<file path="config.mk">
export PLATFORM = sky130hd
export DESIGN_NAME = pirq_gsi_router
export DESIGN_NICKNAME = d
export VERILOG_FILES = /design/src/rtl/pirq_router_pkg.sv /design/src/rtl/pirq_route_regs.sv /design/src/rtl/pirq_level_merge.sv /design/src/rtl/pirq_route_query.sv /design/src/rtl/pirq_gsi_router.sv
export SDC_FILE = /design/constraint.sdc
export NUM_CORES = 1
export LEC_CHECK = 0
export ABC_CLOCK_PERIOD_IN_PS = 12050
export BUFFER_PORTS_ARGS = -buffer_cell sky130_fd_sc_hd__buf_2
export CORE_AREA = 10 10 128 130
export DETAILED_ROUTE_END_ITERATION = 10
export DIE_AREA = 0 0 138 140
export GPL_ROUTABILITY_DRIVEN = 0
export PLACE_DENSITY = 0.82
export SLEW_MARGIN = 20
export SYNTH_ARGS = -nofsm -noshare
export SYNTH_HDL_FRONTEND = slang
export SYNTH_SLANG_ARGS = --single-unit
</file>
<file path="constraint.sdc">
create_clock -name clk -period 12.05 [get_ports clk]
set_input_delay 1.205 -clock clk [delete_from_list [all_inputs] [get_ports clk]]
set_output_delay 1.205 -clock clk [all_outputs]
set_load 0.05 [all_outputs]
</file>
<file path="src/rtl/pirq_router_pkg.sv">
package pirq_router_pkg;

  localparam int IRQ_W = 5;

  typedef enum logic [1:0] {
    QRY_LEGACY   = 2'd0,
    QRY_ADVANCED = 2'd1,
    QRY_DISABLED = 2'd2
  } qry_mode_e;

  typedef struct packed {
    logic             legacy_off;
    logic [IRQ_W-1:0] irq;
  } route_t;

  typedef struct packed {
    logic             valid;
    logic [IRQ_W-1:0] pin;
  } sci_tgt_t;

  localparam route_t ROUTE_RESET = '{legacy_off: 1'b1, irq: '0};

  function automatic route_t byte_to_route(input logic [7:0] b);
    route_t r;
    r.legacy_off = b[7];
    r.irq        = b[IRQ_W-1:0];
    return r;
  endfunction

  function automatic sci_tgt_t sci_decode(input logic [2:0] sel);
    sci_tgt_t t;
    t.valid = 1'b1;
    case (sel)
      3'd0:    t.pin = 5'd9;
      3'd1:    t.pin = 5'd10;
      3'd2:    t.pin = 5'd11;
      3'd4:    t.pin = 5'd20;
      3'd5:    t.pin = 5'd21;
      default: begin t.valid = 1'b0; t.pin = '0; end
    endcase
    return t;
  endfunction

endpackage

</file>
<file path="src/rtl/pirq_route_regs.sv">
module pirq_route_regs
  import pirq_router_pkg::*;
#(
  parameter int          PIRQ_N        = 8,
  parameter int          GROUP_N       = 4,
  parameter logic [7:0]  ROUTE_LO_BASE = 8'h60,
  parameter logic [7:0]  ROUTE_HI_BASE = 8'h68,
  parameter logic [7:0]  ACPI_CTL_ADDR = 8'h44
) (
  input  logic                    clk,
  input  logic                    rst_n,
  input  logic                    wr_en,
  input  logic [7:0]              wr_addr,
  input  logic [7:0]              wr_data,
  input  logic                    sci_in,
  output route_t [PIRQ_N-1:0]     routes,
  output logic [2:0]              sci_sel,
  output logic                    sci_hold,
  output logic                    route_chg
);

  logic [PIRQ_N-1:0] route_hit;
  logic              ctl_hit;

  assign ctl_hit = wr_en && (wr_addr == ACPI_CTL_ADDR);

  for (genvar k = 0; k < PIRQ_N; k++) begin : g_route
    localparam logic [7:0] ADDR_K = (k < GROUP_N) ? ROUTE_LO_BASE + 8'(k)
                                                  : ROUTE_HI_BASE + 8'(k - GROUP_N);
    assign route_hit[k] = wr_en && (wr_addr == ADDR_K);

    always_ff @(posedge clk) begin
      if (!rst_n)            routes[k] <= ROUTE_RESET;
      else if (route_hit[k]) routes[k] <= byte_to_route(wr_data);
    end
  end

  always_ff @(posedge clk) begin
    if (!rst_n) begin
      sci_sel   <= '0;
      sci_hold  <= 1'b0;
      route_chg <= 1'b0;
    end else begin
      route_chg <= |route_hit;
      sci_hold  <= ctl_hit && sci_in && (wr_data[2:0] != sci_sel);
      if (ctl_hit) sci_sel <= wr_data[2:0];
    end
  end

  p_strobe_follows_write_r9: assert property (@(posedge clk) disable iff (!rst_n)
    (|route_hit) |=> route_chg);

  p_no_strobe_on_ctl_r9: assert property (@(posedge clk) disable iff (!rst_n)
    (ctl_hit || !wr_en) |=> !route_chg);

  p_hold_single_cycle_r7: assert property (@(posedge clk) disable iff (!rst_n)
    (sci_hold && !ctl_hit) |=> !sci_hold);

endmodule

</file>
<file path="src/rtl/pirq_level_merge.sv">
module pirq_level_merge
  import pirq_router_pkg::*;
#(
  parameter int PIRQ_N   = 8,
  parameter int LEGACY_N = 16,
  localparam int OUT_N   = LEGACY_N + PIRQ_N
) (
  input  logic                clk,
  input  logic                rst_n,
  input  logic [PIRQ_N-1:0]   pirq_in,
  input  logic                sci_in,
  input  route_t [PIRQ_N-1:0] routes,
  input  logic [2:0]          sci_sel,
  input  logic                sci_hold,
  output logic [OUT_N-1:0]    gsi_q
);

  logic [OUT_N-1:0] gsi_nxt;
  sci_tgt_t         sci_tgt;
  logic             sci_live;

  assign sci_tgt  = sci_decode(sci_sel);
  assign sci_live = sci_in && !sci_hold && sci_tgt.valid;

  always_comb begin
    gsi_nxt = '0;
    for (int k = 0; k < PIRQ_N; k++) begin
      gsi_nxt[LEGACY_N + k] = pirq_in[k];
      if (!routes[k].legacy_off && (int'(routes[k].irq) < LEGACY_N))
        gsi_nxt[routes[k].irq] = gsi_nxt[routes[k].irq] | pirq_in[k];
    end
    if (sci_live && (int'(sci_tgt.pin) < OUT_N))
      gsi_nxt[sci_tgt.pin] = 1'b1;
  end

  always_ff @(posedge clk) begin
    if (!rst_n) gsi_q <= '0;
    else        gsi_q <= gsi_nxt;
  end

  for (genvar k = 0; k < PIRQ_N; k++) begin : g_adv_chk
    p_adv_follows_pirq_r4: assert property (@(posedge clk) disable iff (!rst_n)
      pirq_in[k] |=> gsi_q[LEGACY_N + k]);
  end

  p_quiet_without_source_r3: assert property (@(posedge clk) disable iff (!rst_n)
    (pirq_in == '0 && !sci_in) |=> (gsi_q == '0));

  p_reserved_sci_nowhere_r6: assert property (@(posedge clk) disable iff (!rst_n)
    (pirq_in == '0 && (sci_sel == 3'd3 || sci_sel == 3'd6 || sci_sel == 3'd7))
      |=> (gsi_q == '0));

endmodule

</file>
<file path="src/rtl/pirq_route_query.sv">
module pirq_route_query
  import pirq_router_pkg::*;
#(
  parameter int PIRQ_N   = 8,
  parameter int LEGACY_N = 16,
  localparam int SEL_W   = $clog2(PIRQ_N)
) (
  input  logic                clk,
  input  logic                rst_n,
  input  logic [SEL_W-1:0]    qry_pirq,
  input  route_t [PIRQ_N-1:0] routes,
  output qry_mode_e           qry_mode_q,
  output logic [IRQ_W-1:0]    qry_irq_q
);

  route_t           sel_route;
  qry_mode_e        mode_nxt;
  logic [IRQ_W-1:0] irq_nxt;

  assign sel_route = routes[qry_pirq];

  always_comb begin
    if (sel_route.legacy_off) begin
      mode_nxt = QRY_ADVANCED;
      irq_nxt  = IRQ_W'(LEGACY_N) + IRQ_W'(qry_pirq);
    end else if (int'(sel_route.irq) < LEGACY_N) begin
      mode_nxt = QRY_LEGACY;
      irq_nxt  = sel_route.irq;
    end else begin
      mode_nxt = QRY_DISABLED;
      irq_nxt  = '0;
    end
  end

  always_ff @(posedge clk) begin
    if (!rst_n) begin
      qry_mode_q <= QRY_ADVANCED;
      qry_irq_q  <= IRQ_W'(LEGACY_N);
    end else begin
      qry_mode_q <= mode_nxt;
      qry_irq_q  <= irq_nxt;
    end
  end

  p_adv_pin_range_r8: assert property (@(posedge clk) disable iff (!rst_n)
    (qry_mode_q == QRY_ADVANCED) |-> (int'(qry_irq_q) >= LEGACY_N));

  p_legacy_pin_range_r8: assert property (@(posedge clk) disable iff (!rst_n)
    (qry_mode_q == QRY_LEGACY) |-> (int'(qry_irq_q) < LEGACY_N));

endmodule

</file>
<file path="src/rtl/pirq_gsi_router.sv">
module pirq_gsi_router
  import pirq_router_pkg::*;
#(
  parameter int          PIRQ_N        = 8,
  parameter int          LEGACY_N      = 16,
  parameter logic [7:0]  ROUTE_LO_BASE = 8'h60,
  parameter logic [7:0]  ROUTE_HI_BASE = 8'h68,
  parameter logic [7:0]  ACPI_CTL_ADDR = 8'h44,
  localparam int         OUT_N         = LEGACY_N + PIRQ_N,
  localparam int         SEL_W         = $clog2(PIRQ_N)
) (
  input  logic               clk,
  input  logic               rst_n,
  input  logic               wr_en,
  input  logic [7:0]         wr_addr,
  input  logic [7:0]         wr_data,
  input  logic [PIRQ_N-1:0]  pirq_in,
  input  logic               sci_in,
  input  logic [SEL_W-1:0]   qry_pirq,
  output logic [OUT_N-1:0]   gsi_out,
  output logic               route_chg,
  output logic [1:0]         qry_mode,
  output logic [IRQ_W-1:0]   qry_irq
);

  route_t [PIRQ_N-1:0] routes;
  logic [2:0]          sci_sel;
  logic                sci_hold;
  qry_mode_e           mode_q;

  pirq_route_regs #(
    .PIRQ_N(PIRQ_N), .GROUP_N(PIRQ_N / 2),
    .ROUTE_LO_BASE(ROUTE_LO_BASE), .ROUTE_HI_BASE(ROUTE_HI_BASE),
    .ACPI_CTL_ADDR(ACPI_CTL_ADDR)
  ) u_regs (
    .clk(clk), .rst_n(rst_n), .wr_en(wr_en), .wr_addr(wr_addr),
    .wr_data(wr_data), .sci_in(sci_in), .routes(routes),
    .sci_sel(sci_sel), .sci_hold(sci_hold), .route_chg(route_chg)
  );

  pirq_level_merge #(.PIRQ_N(PIRQ_N), .LEGACY_N(LEGACY_N)) u_merge (
    .clk(clk), .rst_n(rst_n), .pirq_in(pirq_in), .sci_in(sci_in),
    .routes(routes), .sci_sel(sci_sel), .sci_hold(sci_hold), .gsi_q(gsi_out)
  );

  pirq_route_query #(.PIRQ_N(PIRQ_N), .LEGACY_N(LEGACY_N)) u_query (
    .clk(clk), .rst_n(rst_n), .qry_pirq(qry_pirq), .routes(routes),
    .qry_mode_q(mode_q), .qry_irq_q(qry_irq)
  );

  assign qry_mode = mode_q;

endmodule

</file>
==> run metrics <==
status finished, final reports clean; Post-synth ARST share 0; Reg clk slew, reported paths 0.07 ns; Seq/Total Area, Yosys 0.2224; Crit path arrival time 7.37 ns; post-synthesis register bit count 83; largest net degree at the start of global routing 48; Distinct cells, synth 87; Num Clock Sinks 83; share of the synthesized area in the top cell type 0.2224; # DRC 0; fmax 139.5 MHz; drt wl/cell 21.07 µm; FF-to-FF path depth 18; post-synthesis adder-cell area fraction 0; largest family of logic cells by synthesized area simple AND/OR/NAND/NOR gates; mux contribution to synthesized area 0.1374; Worst R2R End u_merge.gsi_q[12]; RSZ-0062 raised after global routing false; Rows 43; post-cts repair resize count 0; cells after synthesis 1025; number of DRC markers in iteration 0 1289; Vias/cell 7.092; Synth Area per Inst 7.287 µm²; Die ar. 19320 µm²; xor/xnor share of the synthesized area 0.01290; max_slew headroom 0.2330; Cells on Worst Hold Path 2; hold_buf cts 0; drt pass-1 iters 6; Worst Max-Slew Pin Slew 1.148 ns; sink of the worst hold path u_regs.sci_sel[1]; Final #Nets 1048; total setup buffers inserted after CTS 0; worst vdd ir 0.0001164 V; Max Buffers Root-to-Sink 2; min Tclk post-route 7.168 ns; Antenna Cells 0; Post-DRT Antenna Nets 0; reg2reg start u_regs.routes[6]; P_leak 0.002893 µW; Clock Skews 0.005863 ns; dominant cells by area after synthesis dfxtp_1 (22%), nor2_1 (8.5%), mux2i_1 (8.3%), nand2_1 (5.3%), mux4_2 (4.5%); PD cells 79.35 nW/µm²; final setup TNS 0 ns; first-pass GRT wire length 40970 µm; Routed WL 25330 µm; simple-gate share of the synthesized area 0.3224; GRT Total Usage 0.2462; Crit Path Category in2reg; crit share post-route 0.5949; H-tree Lvls 3; Worst setup SP type input port; clk_lat worst skew 0.34 ns; Crit. End Element register; CTS Root Cell clkbuf_16; Worst R2R Setup Slack 4.92 ns; Reg area 1662 µm²; Compound-Gate Fraction of Synth Area 0.2524; prevailing post-synth register cell dfxtp_1; area of the multi-input gates 5428 µm²; max-cap viol count 0; initial core utilization 0.5423; filler instances 1211; num ports 63; quantity of I/O buffers inserted on ports 60; fin. max-slew vios 0; initial antenna violation count 0; Mapped Nets 1056; number of CTS-inserted buffers 9; GRT overflow 0; post-synth top area cell dfxtp_1; Die X 138 µm; core area 13770 µm²; Synthesis Warnings 0; count leader, synth nor2_1; Hold Path Class reg2reg; CTS tree built; Post-synth EDFFs 0; utilization after layout 0.5817; DR vias 8524; layout cells sized above 1 0.1213; Worst EP required 12.26 ns; Hold Path Origin u_regs.sci_sel[1]; vias in the first global route 7949; Finish-stage setup viols 0; Mapped Area 7470 µm²; top cells by count, synth nor2_1 (169), nand2_1 (106), dfxtp_1 (83); Detailed Place HPWL 18660 µm; Worst Path Max Fanout 15; Die Y 140 µm; Hold Vio Cnt, Final 0; Area Overhead vs Synth 7.253%
-- layer usage --
layer	GRT usage	part of all wire
met3	0.05849	0.13
met1	0.3101	0.39
met4	0.1010	0.041
met2	0.3946	0.44
met5	0	0
-- metrics by stage --
| stage | cells | hold WS (ns) | setup slack [ns] | area (µm²) | power [µW] |
|---|---|---|---|---|---|
| final | 1202 | 0.5764 | 4.882 | 8011 | 635.7 |
| after global routing | 1202 | 0.5977 | 4.321 | 8011 | 648.7 |
| after detailed placement | 1186 | 0.5542 | 4.758 | 7674 | 335.0 |
| after CTS | 1202 | 0.5712 | 5.106 | 8006 | 635.5 |
| after global placement | 1186 | 0.5502 | 4.870 | 7667 | 334.1 |
| after floorplan | 1025 | 0.4881 | 6.147 | 7470 | 320.4 |
-- area by class of cell --
type,instances,share of cell area
clock buffers,10,0.02983
clock inverters,6,0.01171
inverters,15,0.007028
multi-input cells,847,0.6775
flip-flops and latches,83,0.2074
well taps,180,0.02811
repair buffers,61,0.03842
-- layout by cell type, fill, tap and decap left out, types with 9 or more instances in the layout --
cell	instances
a211oi_1	11
a21oi_1	39
a31oi_1	29
and2_1	23
and3_1	9
buf_2	60
clkbuf_16	9
dfxtp_1	83
inv_1	13
mux2i_1	62
mux4_2	15
nand2_1	106
nand2b_1	17
nand3_1	36
nor2_1	169
nor2b_1	16
nor3_1	44
o21a_1	9
o21ai_0	42
o31ai_1	12
o32ai_1	9
or3_1	12
-- power breakdown --
part           total [µW]  switching, µW  internal (µW)
logic                52.9           37.6           15.2
registers             278           1.22            277
clock network         305            116            189
total                 636            155            481
-- worst max-delay path by stage --
stage / from / to / slack, ns / cells after the start
3_5_place_dp: pirq_in[0] / u_merge.gsi_q[12] / 4.76 / 20
6_report: pirq_in[0] / u_merge.gsi_q[12] / 4.88 / 20
4_1_cts: pirq_in[0] / u_merge.gsi_q[12] / 5.11 / 20
3_3_place_gp: pirq_in[0] / u_merge.gsi_q[12] / 4.87 / 20
5_1_grt: pirq_in[0] / u_merge.gsi_q[12] / 4.32 / 20
2_1_floorplan: pirq_in[0] / u_merge.gsi_q[10] / 6.15 / 20
-- sequential cells by signal (all words and copies together), names as in the netlist --
signal / flops
u_regs.routes: 48
u_query.qry_irq_q: 5
u_merge.gsi_q: 24
u_regs.route_chg: 1
u_regs.sci_sel: 3
u_query.qry_mode_q: 1
u_regs.sci_hold: 1
-- worst max-delay path: stages --
cell and delay (ns):
buf_2 0.19, or3b_2 0.25, nor2_1 0.07, and3_1 0.31, nor3_1 0.80, o221ai_1 0.27, o31ai_2 0.15, o2111ai_1 0.24
o21ai_0 0.43, o211ai_1 0.17, a311oi_1 0.53, o2111a_1 0.42, nand2_1 0.15, a221oi_2 0.33, and3_1 0.55, nand3_1 0.22
a21oi_1 0.19, o41a_1 0.39, a21boi_4 0.35, a211oi_1 0.14
-- kinds of logic (layout without fill, tap and decap cells) --
group	Yosys count	in the layout
AND/OR/NAND/NOR	496	496
buffers and inverters	95	92
AO/OA/AOI/OAI	257	257
flip-flops	83	83
XOR/XNOR	11	11
multiplexers	83	83
Note: power is estimated with default switching activity, not from simulation.
